### config.mk
export PLATFORM = sky130hd
export DESIGN_NAME = ptp_tod_counter
export DESIGN_NICKNAME = d
export VERILOG_FILES = /design/src/rtl/ptp_tod_pkg.sv /design/src/rtl/ptp_tod_step.sv /design/src/rtl/ptp_tod_regs.sv /design/src/rtl/ptp_tod_counter.sv
export SDC_FILE = /design/constraint.sdc
export NUM_CORES = 1
export LEC_CHECK = 0
export BUFFER_PORTS_ARGS = -buffer_cell sky130_fd_sc_hd__buf_2
export CORE_MARGIN = 2
export CORE_UTILIZATION = 60
export CTS_CLUSTER_SIZE = 28
export DETAILED_ROUTE_END_ITERATION = 7
export GPL_TIMING_DRIVEN = 0
export PLACE_DENSITY = 0.87
export REMOVE_ABC_BUFFERS = 1
export SLEW_MARGIN = 25
export SYNTH_ARGS = -nofsm -noshare
export SYNTH_HDL_FRONTEND = slang
export SYNTH_SLANG_ARGS = --single-unit
### constraint.sdc
create_clock -name clk -period 8 [get_ports clk]
set_clock_uncertainty 0.1 [all_clocks]
set_input_delay 0 -clock clk [delete_from_list [all_inputs] [get_ports clk]]
set_output_delay 0 -clock clk [all_outputs]
set_load 0.01 [all_outputs]
### src/rtl/ptp_tod_pkg.sv
package ptp_tod_pkg;
    localparam int DATA_W = 32;
    localparam int NS_W   = 30;
    localparam int ADJ_SIGN_BIT = 31;
    localparam logic [DATA_W-1:0] NS_PER_SEC     = 32'd1_000_000_000;
    localparam logic [DATA_W-1:0] TWO_NS_PER_SEC = 32'd2_000_000_000;

    typedef enum logic [1:0] {
        SEL_NS  = 2'd0,
        SEL_SEC = 2'd1,
        SEL_INC = 2'd2,
        SEL_ADJ = 2'd3
    } reg_sel_e;
endpackage

### src/rtl/ptp_tod_step.sv
module ptp_tod_step
    import ptp_tod_pkg::*;
#(
    parameter int SEC_W = 32,
    parameter int INC_W = 8
) (
    input  logic [SEC_W-1:0] sec_i,
    input  logic [NS_W-1:0]  ns_i,
    input  logic [INC_W-1:0] incr_i,
    input  logic             adj_en_i,
    input  logic             adj_neg_i,
    input  logic [NS_W-1:0]  adj_mag_i,
    output logic [SEC_W-1:0] sec_nx_o,
    output logic [NS_W-1:0]  ns_nx_o
);
    logic [DATA_W-1:0] base;
    logic [DATA_W-1:0] mag;
    logic [DATA_W-1:0] sum;

    always_comb begin
        base     = DATA_W'(ns_i) + DATA_W'(incr_i);
        mag      = DATA_W'(adj_mag_i);
        sec_nx_o = sec_i;
        if (adj_en_i && adj_neg_i) begin
            if (base >= mag) begin
                sum = base - mag;
                if (sum >= NS_PER_SEC) begin
                    sum      = sum - NS_PER_SEC;
                    sec_nx_o = sec_i + SEC_W'(1);
                end
            end else begin
                // deficit: borrow a whole second
                sum      = base + NS_PER_SEC - mag;
                sec_nx_o = sec_i - SEC_W'(1);
            end
        end else begin
            sum = base + (adj_en_i ? mag : '0);
            if (sum >= TWO_NS_PER_SEC) begin
                sum      = sum - TWO_NS_PER_SEC;
                sec_nx_o = sec_i + SEC_W'(2);
            end else if (sum >= NS_PER_SEC) begin
                sum      = sum - NS_PER_SEC;
                sec_nx_o = sec_i + SEC_W'(1);
            end
        end
        ns_nx_o = NS_W'(sum);
    end
endmodule

### src/rtl/ptp_tod_regs.sv
module ptp_tod_regs
    import ptp_tod_pkg::*;
#(
    parameter int SEC_W     = 32,
    parameter int INC_W     = 8,
    parameter int RESET_INC = 5
) (
    input  logic              clk,
    input  logic              rst_n,
    input  logic              reg_wr,
    input  logic              reg_rd,
    input  logic [1:0]        reg_addr,
    input  logic [DATA_W-1:0] reg_wdata,
    input  logic [SEC_W-1:0]  sec_live_i,
    input  logic [NS_W-1:0]   ns_live_i,
    input  logic              adj_take_i,
    output logic [DATA_W-1:0] reg_rdata,
    output logic [INC_W-1:0]  incr_o,
    output logic              adj_pend_o,
    output logic              adj_neg_o,
    output logic [NS_W-1:0]   adj_mag_o,
    output logic              wr_sec_o,
    output logic              wr_ns_o
);
    typedef struct packed {
        logic [INC_W-1:0] incr;
        logic             pend;
        logic             neg;
        logic [NS_W-1:0]  mag;
        logic [SEC_W-1:0] shadow;
    } regs_t;

    regs_t    regs_d, regs_q;
    reg_sel_e sel;
    logic     wr_adj_ok;
    logic     in_range;

    always_comb begin
        sel       = reg_sel_e'(reg_addr);
        in_range  = DATA_W'(NS_W'(reg_wdata)) < NS_PER_SEC;
        wr_sec_o  = reg_wr && (sel == SEL_SEC);
        wr_ns_o   = reg_wr && (sel == SEL_NS) && in_range;
        wr_adj_ok = reg_wr && (sel == SEL_ADJ) && in_range;

        regs_d = regs_q;
        if (reg_wr && (sel == SEL_INC)) begin
            regs_d.incr = INC_W'(reg_wdata);
        end
        if (wr_adj_ok) begin
            regs_d.pend = 1'b1;
            regs_d.neg  = reg_wdata[ADJ_SIGN_BIT];
            regs_d.mag  = NS_W'(reg_wdata);
        end else if (adj_take_i) begin
            regs_d.pend = 1'b0;
        end
        if (reg_rd && (sel == SEL_NS)) begin
            regs_d.shadow = sec_live_i;
        end

        unique case (sel)
            SEL_NS:  reg_rdata = DATA_W'(ns_live_i);
            SEL_SEC: reg_rdata = DATA_W'(regs_q.shadow);
            SEL_INC: reg_rdata = DATA_W'(regs_q.incr);
            default: reg_rdata = '0;
        endcase
    end

    always_ff @(posedge clk) begin
        if (!rst_n) begin
            regs_q      <= '0;
            regs_q.incr <= INC_W'(RESET_INC);
        end else begin
            regs_q <= regs_d;
        end
    end

    assign incr_o     = regs_q.incr;
    assign adj_pend_o = regs_q.pend;
    assign adj_neg_o  = regs_q.neg;
    assign adj_mag_o  = regs_q.mag;

    // a taken correction does not stay pending
    a_r7_adj_self_clear: assert property (@(posedge clk) disable iff (!rst_n)
        (regs_q.pend && adj_take_i && !wr_adj_ok) |=> !regs_q.pend);

    // an out-of-range correction queues nothing
    a_r8_big_adj_dropped: assert property (@(posedge clk) disable iff (!rst_n)
        (reg_wr && reg_addr == 2'd3 && !regs_q.pend
         && DATA_W'(reg_wdata[NS_W-1:0]) >= NS_PER_SEC) |=> !regs_q.pend);

    // the nanoseconds read captures the seconds count
    a_r9_shadow_capture: assert property (@(posedge clk) disable iff (!rst_n)
        (reg_rd && reg_addr == 2'd0) |=> regs_q.shadow == $past(sec_live_i));
endmodule

### src/rtl/ptp_tod_counter.sv
module ptp_tod_counter
    import ptp_tod_pkg::*;
#(
    parameter int SEC_W     = 32,
    parameter int INC_W     = 8,
    parameter int RESET_INC = 5
) (
    input  logic              clk,
    input  logic              rst_n,
    input  logic              reg_wr,
    input  logic              reg_rd,
    input  logic [1:0]        reg_addr,
    input  logic [DATA_W-1:0] reg_wdata,
    output logic [DATA_W-1:0] reg_rdata,
    output logic [SEC_W-1:0]  tod_sec,
    output logic [NS_W-1:0]   tod_ns
);
    typedef struct packed {
        logic [SEC_W-1:0] sec;
        logic [NS_W-1:0]  ns;
    } tod_t;

    tod_t             tod_d, tod_q;
    logic [INC_W-1:0] incr;
    logic             adj_pend, adj_neg, adj_take;
    logic [NS_W-1:0]  adj_mag;
    logic             wr_sec, wr_ns;
    logic [SEC_W-1:0] step_sec;
    logic [NS_W-1:0]  step_ns;

    ptp_tod_regs #(
        .SEC_W(SEC_W), .INC_W(INC_W), .RESET_INC(RESET_INC)
    ) u_regs (
        .clk        (clk),
        .rst_n      (rst_n),
        .reg_wr     (reg_wr),
        .reg_rd     (reg_rd),
        .reg_addr   (reg_addr),
        .reg_wdata  (reg_wdata),
        .sec_live_i (tod_q.sec),
        .ns_live_i  (tod_q.ns),
        .adj_take_i (adj_take),
        .reg_rdata  (reg_rdata),
        .incr_o     (incr),
        .adj_pend_o (adj_pend),
        .adj_neg_o  (adj_neg),
        .adj_mag_o  (adj_mag),
        .wr_sec_o   (wr_sec),
        .wr_ns_o    (wr_ns)
    );

    ptp_tod_step #(
        .SEC_W(SEC_W), .INC_W(INC_W)
    ) u_step (
        .sec_i     (tod_q.sec),
        .ns_i      (tod_q.ns),
        .incr_i    (incr),
        .adj_en_i  (adj_pend),
        .adj_neg_i (adj_neg),
        .adj_mag_i (adj_mag),
        .sec_nx_o  (step_sec),
        .ns_nx_o   (step_ns)
    );

    always_comb begin
        tod_d    = tod_q;
        adj_take = 1'b0;
        if (wr_sec) begin
            tod_d.sec = SEC_W'(reg_wdata);
        end else if (wr_ns) begin
            tod_d.ns = NS_W'(reg_wdata);
        end else begin
            tod_d.sec = step_sec;
            tod_d.ns  = step_ns;
            adj_take  = adj_pend;
        end
    end

    always_ff @(posedge clk) begin
        if (!rst_n) tod_q <= '0;
        else        tod_q <= tod_d;
    end

    assign tod_sec = tod_q.sec;
    assign tod_ns  = tod_q.ns;

    // nanoseconds always stay below one second
    a_r2_ns_below_second: assert property (@(posedge clk) disable iff (!rst_n)
        DATA_W'(tod_q.ns) < NS_PER_SEC);

    // a plain step moves seconds by zero or one
    a_r2_sec_step: assert property (@(posedge clk) disable iff (!rst_n)
        (!adj_pend && !wr_sec && !wr_ns) |=>
        (tod_q.sec == $past(tod_q.sec) || tod_q.sec == $past(tod_q.sec) + SEC_W'(1)));

    // a zero step freezes the time
    a_r3_zero_freezes: assert property (@(posedge clk) disable iff (!rst_n)
        (incr == '0 && !adj_pend && !wr_sec && !wr_ns) |=>
        ($stable(tod_q.sec) && $stable(tod_q.ns)));

    // a seconds load replaces seconds and holds nanoseconds
    a_r4_sec_load: assert property (@(posedge clk) disable iff (!rst_n)
        wr_sec |=> (tod_q.sec == $past(reg_wdata[SEC_W-1:0]) && $stable(tod_q.ns)));

    // a direct load keeps a queued correction
    a_r10_adj_held: assert property (@(posedge clk) disable iff (!rst_n)
        (adj_pend && (wr_sec || wr_ns)) |=> adj_pend);
endmodule

==> results of run 1 <==
[what timing repair did]
item / 4_1_cts / 5_1_grt
hold endpoints to repair: 101 / 0
endpoints found under the setup margin: 41 / 51
pin swaps: 1 / 4
resized for setup: 5 / 18
hold buffers: 36 / 0
setup buffers: 2 / 8
[kinds of logic after synthesis]
| kind of cell | synth area share, % |
|---|---|
| AO/OA/AOI/OAI | 29.1 |
| XOR/XNOR | 7.76 |
| adder cells (fa/ha/maj) | 11.8 |
| buffers and inverters | 5.95 |
| flip-flops | 16.5 |
| multiplexers | 4.76 |
| AND/OR/NAND/NOR | 24.1 |
[state kept, by name (all words and copies together) (netlist names)]
register and cells:
tod_ns 30, tod_sec 32, u_regs.adj_mag_o 30, u_regs.adj_neg_o 1, u_regs.adj_pend_o 1, u_regs.incr_o 8
u_regs.regs_q 32
[cell type report]
type,count,area [um2],share of cell area (%)
clock buffers,17,425,2.33
flip-flops and latches,134,2680,14.7
clock inverters,15,153,0.838
repair buffers,190,1260,6.94
well taps,341,427,2.34
inverters,127,479,2.63
multi-input cells,1883,12800,70.2
[critical path: cells and delay by family, from the launching register on]
family | cells | cell delay (ns)
AND/OR/NAND/NOR | 10 | 2.95
AO/OA/AOI/OAI | 9 | 2.54
adder cells (fa/ha/maj) | 4 | 1.19
XOR/XNOR | 1 | 0.44
flip-flops | 1 | 0.42
buffers and inverters | 2 | 0.16
[path summary, 6_finish.rpt]
kind	from	to	slack (ns)	cells after the start
min	reg_rd	u_regs.regs_q[22]$_SDFFE_PN0P_	0.23	4
max reg2reg	tod_ns[0]$_SDFFE_PN0N_	tod_ns[28]$_SDFFE_PN0N_	0.10	26
min reg2reg	u_regs.regs_q[21]$_SDFFE_PN0P_	u_regs.regs_q[21]$_SDFFE_PN0P_	0.36	2
max	tod_ns[0]$_SDFFE_PN0N_	tod_ns[28]$_SDFFE_PN0N_	0.10	26
[through the flow]
stage	cells	area [um2]	setup TNS, ns	setup WS (ns)	util, %
after floorplan	2144	15800	0	0.838	-
after global placement	2616	16800	-55.77	-2.39	62.8
after detailed placement	2629	17100	-4.15	-0.470	63.6
after CTS	2699	18000	0	0.00196	67.3
after global routing	2707	18200	-0.155	-0.100	68.0
final	2707	18200	0	0.103	68.0
[cell usage in the layout, fill, tap and decap left out, types with 75 or more instances in the layout]
master / n
a21oi_1: 201
buf_2: 133
dfxtp_1: 133
ha_1: 119
inv_1: 125
mux2i_1: 75
nand2_1: 257
nor2_1: 196
o21ai_0: 130
xnor2_1: 87
[where the power goes]
part           total [W]  internal, W  switching (W)
combinational    0.00154     0.000575       0.000964
sequential      0.000758     0.000697      0.0000616
clock           0.000779     0.000415       0.000364
[metal layers]
| metal | part of all wire (%) | vias to the layer above | wire length [um] | track usage, % |
|---|---|---|---|---|
| met1 | 39 | 8728 | 24700 | 55.8 |
| met2 | 44 | 1353 | 27800 | 68.6 |
| met3 | 10 | 316 | 6490 | 7.18 |
| met4 | 7.5 | 0 | 4820 | 27.3 |
| li1 | - | 8418 | - | - |
| met5 | 0 | - | 0 | 0 |
==> run_results.csv, run 1 <==
group,metric,value,unit
synth,yosysWarnings,0,
routing,drt_iter0_markers,2536,
sta,finalCritPeriodShare,98.7,%
grt,grt_pass1_vias,17293,
critical_path,critical_path.slowest_cell,"o311a_2",
clocking,cts_root_buf,"clkbuf_16",
synth,yosys.area.top_type,"dfxtp_1",
clocking,cts.sinks,134,
floorplanning,dieArea,0.0284,mm2
sta,fmax,127,MHz
run_status,status,"complete, but fails checks",
clocking,clockBufferDepth,2,
sta,hold_slack,0.234,ns
cells_and_area,antennaDiodeCount,0,
clocking,htree_num_levels,4,
run,maxCapViolCount,0,
routing,drc,2,
power_and_ir_drop,power,0.00308,W
floorplanning,die_h,169,um
clocking,numCtsBuffers,17,
clocking,clkSlewWorstSetupHoldPaths,0.07,ns
floorplanning,start_util,60.6,%
routing,routedWlPerCell,23.6,um
synth,synthArstFlopShare,0,%
run_status,violations,"design-rule violations",
routing,drt-total-wl,63.9,mm
synth,yosysMostFrequentCell,"nand2_1",
synth,synth_common_cells,"nand2_1, a21oi_1, nor2_1",
critical_path,startpoint_type,"flip-flop",
placed_design,port_buffers,131,
sta,drv_slew,0,
grt,grt_pass1_wl,97.3,mm
synth,yosys-top-cells-area,"dfxtp_1, ha_1, a21oi_1, nand2_1, xnor2_1",
critical_path,cp_max_fo,10,
floorplanning,die_w,169,um
synth,synth_edf_count,0,
cells_and_area,drive_gt1_share,11.2,%
critical_path,critical_path_class,"reg2reg",
synth,synth.yosys.seq_area_share,16.5,%
sta,tightest_slew,1.10,ns
grt,grt_usage,43.6,%
critical_path,cp-end-kind,"flip-flop",
synth,synth_ff_type,"dfxtp_1",
clocking,cts_tree,"done",
synth,yosys.area.top_type_share,16.5,%
floorplanning,core,0.0268,mm2
synth,syn_area,0.0162,mm2
routing,antenna_left,0,
synth,synthCells,2266,
cells_and_area,fin_nets,2530,
critical_path,crit_top_cell,"ha_1",
grt,grt_max_degree,63,
synth,ys_types,100,
placed_design,place_congestion,1.04,
grt,gr-total-overflow,0,
sta,max_slew_margin,26.8,%
sta,rsz0062_at_grt,"yes",
sta,setup_viol,0,
critical_path,worstPathArrival,8.15,ns
min_path,hold_path.class,"in2reg",
routing,vias,18815,
grt,antenna_found_initial,0,
power_and_ir_drop,ir_drop,0.104,mV
floorplanning,num_rows,60,
synth,ys_seq_elements,134,
sta,hold_viol,0,
critical_path,max_stage_delay,0.63,ns
power_and_ir_drop,leakage,7.42,nW
power_and_ir_drop,power_density,169,mW/mm2
critical_path,cp.required,8.25,ns
clocking,clock_latency,0.43,ns
placed_design,place.detailed.hpwl,48.2,mm
floorplanning,ioPinCount,132,
sta,period_needed,7.90,ns
routing,viasPerCell,6.95,
cells_and_area,fillers,2284,
routing,dr.pass1.iters,8,
synth,syn_area_per_cell,7.17,um2
cells_and_area,area_growth,12.2,%
Power figures use the tool's default switching activity.
==> run 2: changes to the inputs <==
--- a/config.mk
+++ b/config.mk
@@ -6,12 +6,14 @@
 export NUM_CORES = 1
 export LEC_CHECK = 0
 export BUFFER_PORTS_ARGS = -buffer_cell sky130_fd_sc_hd__buf_2
+export CELL_PAD_IN_SITES_DETAIL_PLACEMENT = 1
+export CELL_PAD_IN_SITES_GLOBAL_PLACEMENT = 1
 export CORE_MARGIN = 2
-export CORE_UTILIZATION = 60
+export CORE_UTILIZATION = 46
 export CTS_CLUSTER_SIZE = 28
 export DETAILED_ROUTE_END_ITERATION = 7
 export GPL_TIMING_DRIVEN = 0
-export PLACE_DENSITY = 0.87
+export PLACE_DENSITY = 0.9
 export REMOVE_ABC_BUFFERS = 1
 export SLEW_MARGIN = 25
 export SYNTH_ARGS = -nofsm -noshare
==> run 2 against run 1 <==
  * The run now ends clean
  * Maximum frequency up 1.4%
  * Design area up 1.5%
  * Clock-buffer cell count up 2
  * Setup slack better by 0.11 ns
  * Wire length up 18%
  * Cell count up 4.2%
  * Critical path depth up 1
  * First-iteration DRC count down 20%
==> run_results.csv, run 2 (synthesis results as in run 1) <==
group,metric,value,unit
run_status,status,"complete, no violations",
routing,routedWlPerCell,26.8,um
clocking,clock_latency,0.45,ns
power_and_ir_drop,leakage,7.49,nW
placed_design,place_congestion,0.973,
sta,setup_viol,0,
critical_path,critical_path_class,"reg2reg",
placed_design,placed_cells,2744,
sta,hold_viol,0,
power_and_ir_drop,power,0.00325,W
routing,viasPerCell,6.85,
sta,tightest_slew,1.07,ns
sta,period_needed,7.79,ns
routing,antenna_left,0,
critical_path,reg2reg_slack,0.21,ns
critical_path,startpoint,"tod_ns[1]$_SDFFE_PN0N_",
cells_and_area,design_area,0.0185,mm2
routing,drt-total-wl,75.5,mm
cells_and_area,fin_nets,2531,
clocking,cts_tree,"done",
floorplanning,ioPinCount,132,
grt,grt_pass1_vias,19390,
grt,grt_pass1_wl,113,mm
floorplanning,start_util,46.9,%
critical_path,worstPathArrival,8.05,ns
routing,vias,19337,
floorplanning,die_w,192,um
clocking,clkSlewWorstSetupHoldPaths,0.07,ns
floorplanning,num_rows,68,
placed_design,dpl_cell_area,0.0172,mm2
critical_path,r2r_end,"tod_ns[28]$_SDFFE_PN0N_",
clocking,clockBufferDepth,2,
cells_and_area,layout_commonest_cell,"nand2_1",
power_and_ir_drop,ir_drop,0.167,mV
grt,grt_usage,40.1,%
cells_and_area,fillers,4394,
cells_and_area,area_growth,13.9,%
run,maxCapViolCount,0,
routing,drc,0,
critical_path,cp-end-kind,"flip-flop",
routing,drt_iter0_markers,2022,
floorplanning,die_h,192,um
min_path,hold_path.class,"in2reg",
routing,dr.pass1.iters,6,
critical_path,cp.required,8.26,ns
critical_path,worstReg2RegStart,"tod_ns[1]$_SDFFE_PN0N_",
clocking,cts.sinks,134,
grt,antenna_found_initial,0,
cells_and_area,stdcell_count,2822,
floorplanning,core,0.0346,mm2
clocking,cts_root_buf,"clkbuf_16",
cells_and_area,mostFrequentLayoutCells,"nand2_1, a21oi_1, nor2_1",
critical_path,critical_path.endpoint,"tod_ns[28]$_SDFFE_PN0N_",
sta,drv_slew,0,
critical_path,startpoint_type,"flip-flop",
cells_and_area,finalCoreUtilization,53.4,%
floorplanning,dieArea,0.0368,mm2
sta,max_slew_margin,28.6,%
clocking,numCtsBuffers,17,
grt,grt_max_degree,63,
min_path,hp-start,"reg_rd",
sta,fmax,128,MHz
power_and_ir_drop,power_density,176,mW/mm2
critical_path,ff2ff_path_depth,27,
critical_path,cp_max_fo,9,
placed_design,place.detailed.hpwl,55.6,mm
grt,gr-total-overflow,0,
clocking,htree_num_levels,4,
placed_design,port_buffers,131,
sta,finalCritPeriodShare,97.3,%
cells_and_area,drive_gt1_share,11.6,%
==> run 2: cell count changes in the layout (fill, tap and decap cells not counted), moves of 3 or more <==
cell	delta
xor2_2	+3
xnor2_1	-3
xnor2_2	+3
xor2_1	-3
inv_8	-3
inv_6	-6
buf_4	+3
bufinv_16	+4
==> run 2: routing by layer <==
metal  vias to the layer above  routed length [um]  global-route usage [%]
met5                         -                   0                       0
met4                         0                5130                    23.4
met3                       342                6620                    6.96
met2                      1178               34500                    66.0
met1                      9403               29200                    49.0
li1                       8414                   -                       -
==> run 2: how the worst min path moves through the flow <==
stage,cells past startpoint,to
finish,4,u_regs.regs_q[29]$_SDFFE_PN0P_
global route,4,u_regs.regs_q[29]$_SDFFE_PN0P_
CTS,4,u_regs.regs_q[27]$_SDFFE_PN0P_
detailed placement,3,tod_sec[31]$_SDFFE_PN0P_
global placement,3,tod_sec[31]$_SDFFE_PN0P_
floorplan,1,reg_rdata[10]
==> run 2: layout make-up <==
type                            instances  area (um2)  area share (%)
Antenna cell                            1        2.50          0.0135
Clock buffer                           19         433            2.34
Clock inverter                         12         180           0.974
Inverter                              127         479            2.59
Multi-Input combinational cell       1883       12900            69.5
Sequential cell                       134        2680            14.5
Tap cell                              455         569            3.08
Timing Repair Buffer                  191        1290            7.00
==> run 2: power breakdown <==
group	switching [W]	internal (W)	total, W	leakage (nW)
registers	0.0000651	0.000697	0.000762	1.09
clock network	0.000345	0.000520	0.000866	0.293
logic	0.00103	0.000592	0.00162	6.11
==> run 2: worst max-delay path, stage by stage (launching register included) <==
cell and delay, ns:
dfxtp_1 0.45, ha_1 0.28, a21o_1 0.20, a21oi_1 0.25
o21bai_1 0.10, a21oi_1 0.27, o21bai_1 0.16, a21oi_2 0.25
nor2b_1 0.12, o21ai_0 0.23, xnor2_1 0.30, ha_1 0.43
o21ai_0 0.15, nor2_1 0.07, a311oi_1 0.38, xnor2_2 0.22
ha_1 0.25, or4b_2 0.60, nor4_1 0.33, and3_1 0.29
nand4_1 0.12, buf_4 0.21, o311a_4 0.42, nor2_4 0.26
a2111oi_0 0.19, a2111oi_1 0.63, o31ai_1 0.22, o21ai_0 0.19
==> run 2: metrics by stage <==
stage	TNS (ns)	hold slack, ns	setup WS [ns]
floorplan	0	-0.0525	0.838
global placement	-66.14	0.168	-2.66
detailed placement	-12.42	0.192	-0.667
CTS	0	0.237	0.00815
global route	-0.145	0.282	-0.0562
finish	0	0.254	0.213
==> run 2: repair_timing <==
action                                  CTS  global route
pin swaps                                 0             5
setup buffers                             4             8
endpoints found under the hold margin    99             0
endpoints found under the setup margin   52            47
resized for setup                        15            20
hold buffers                             34             0
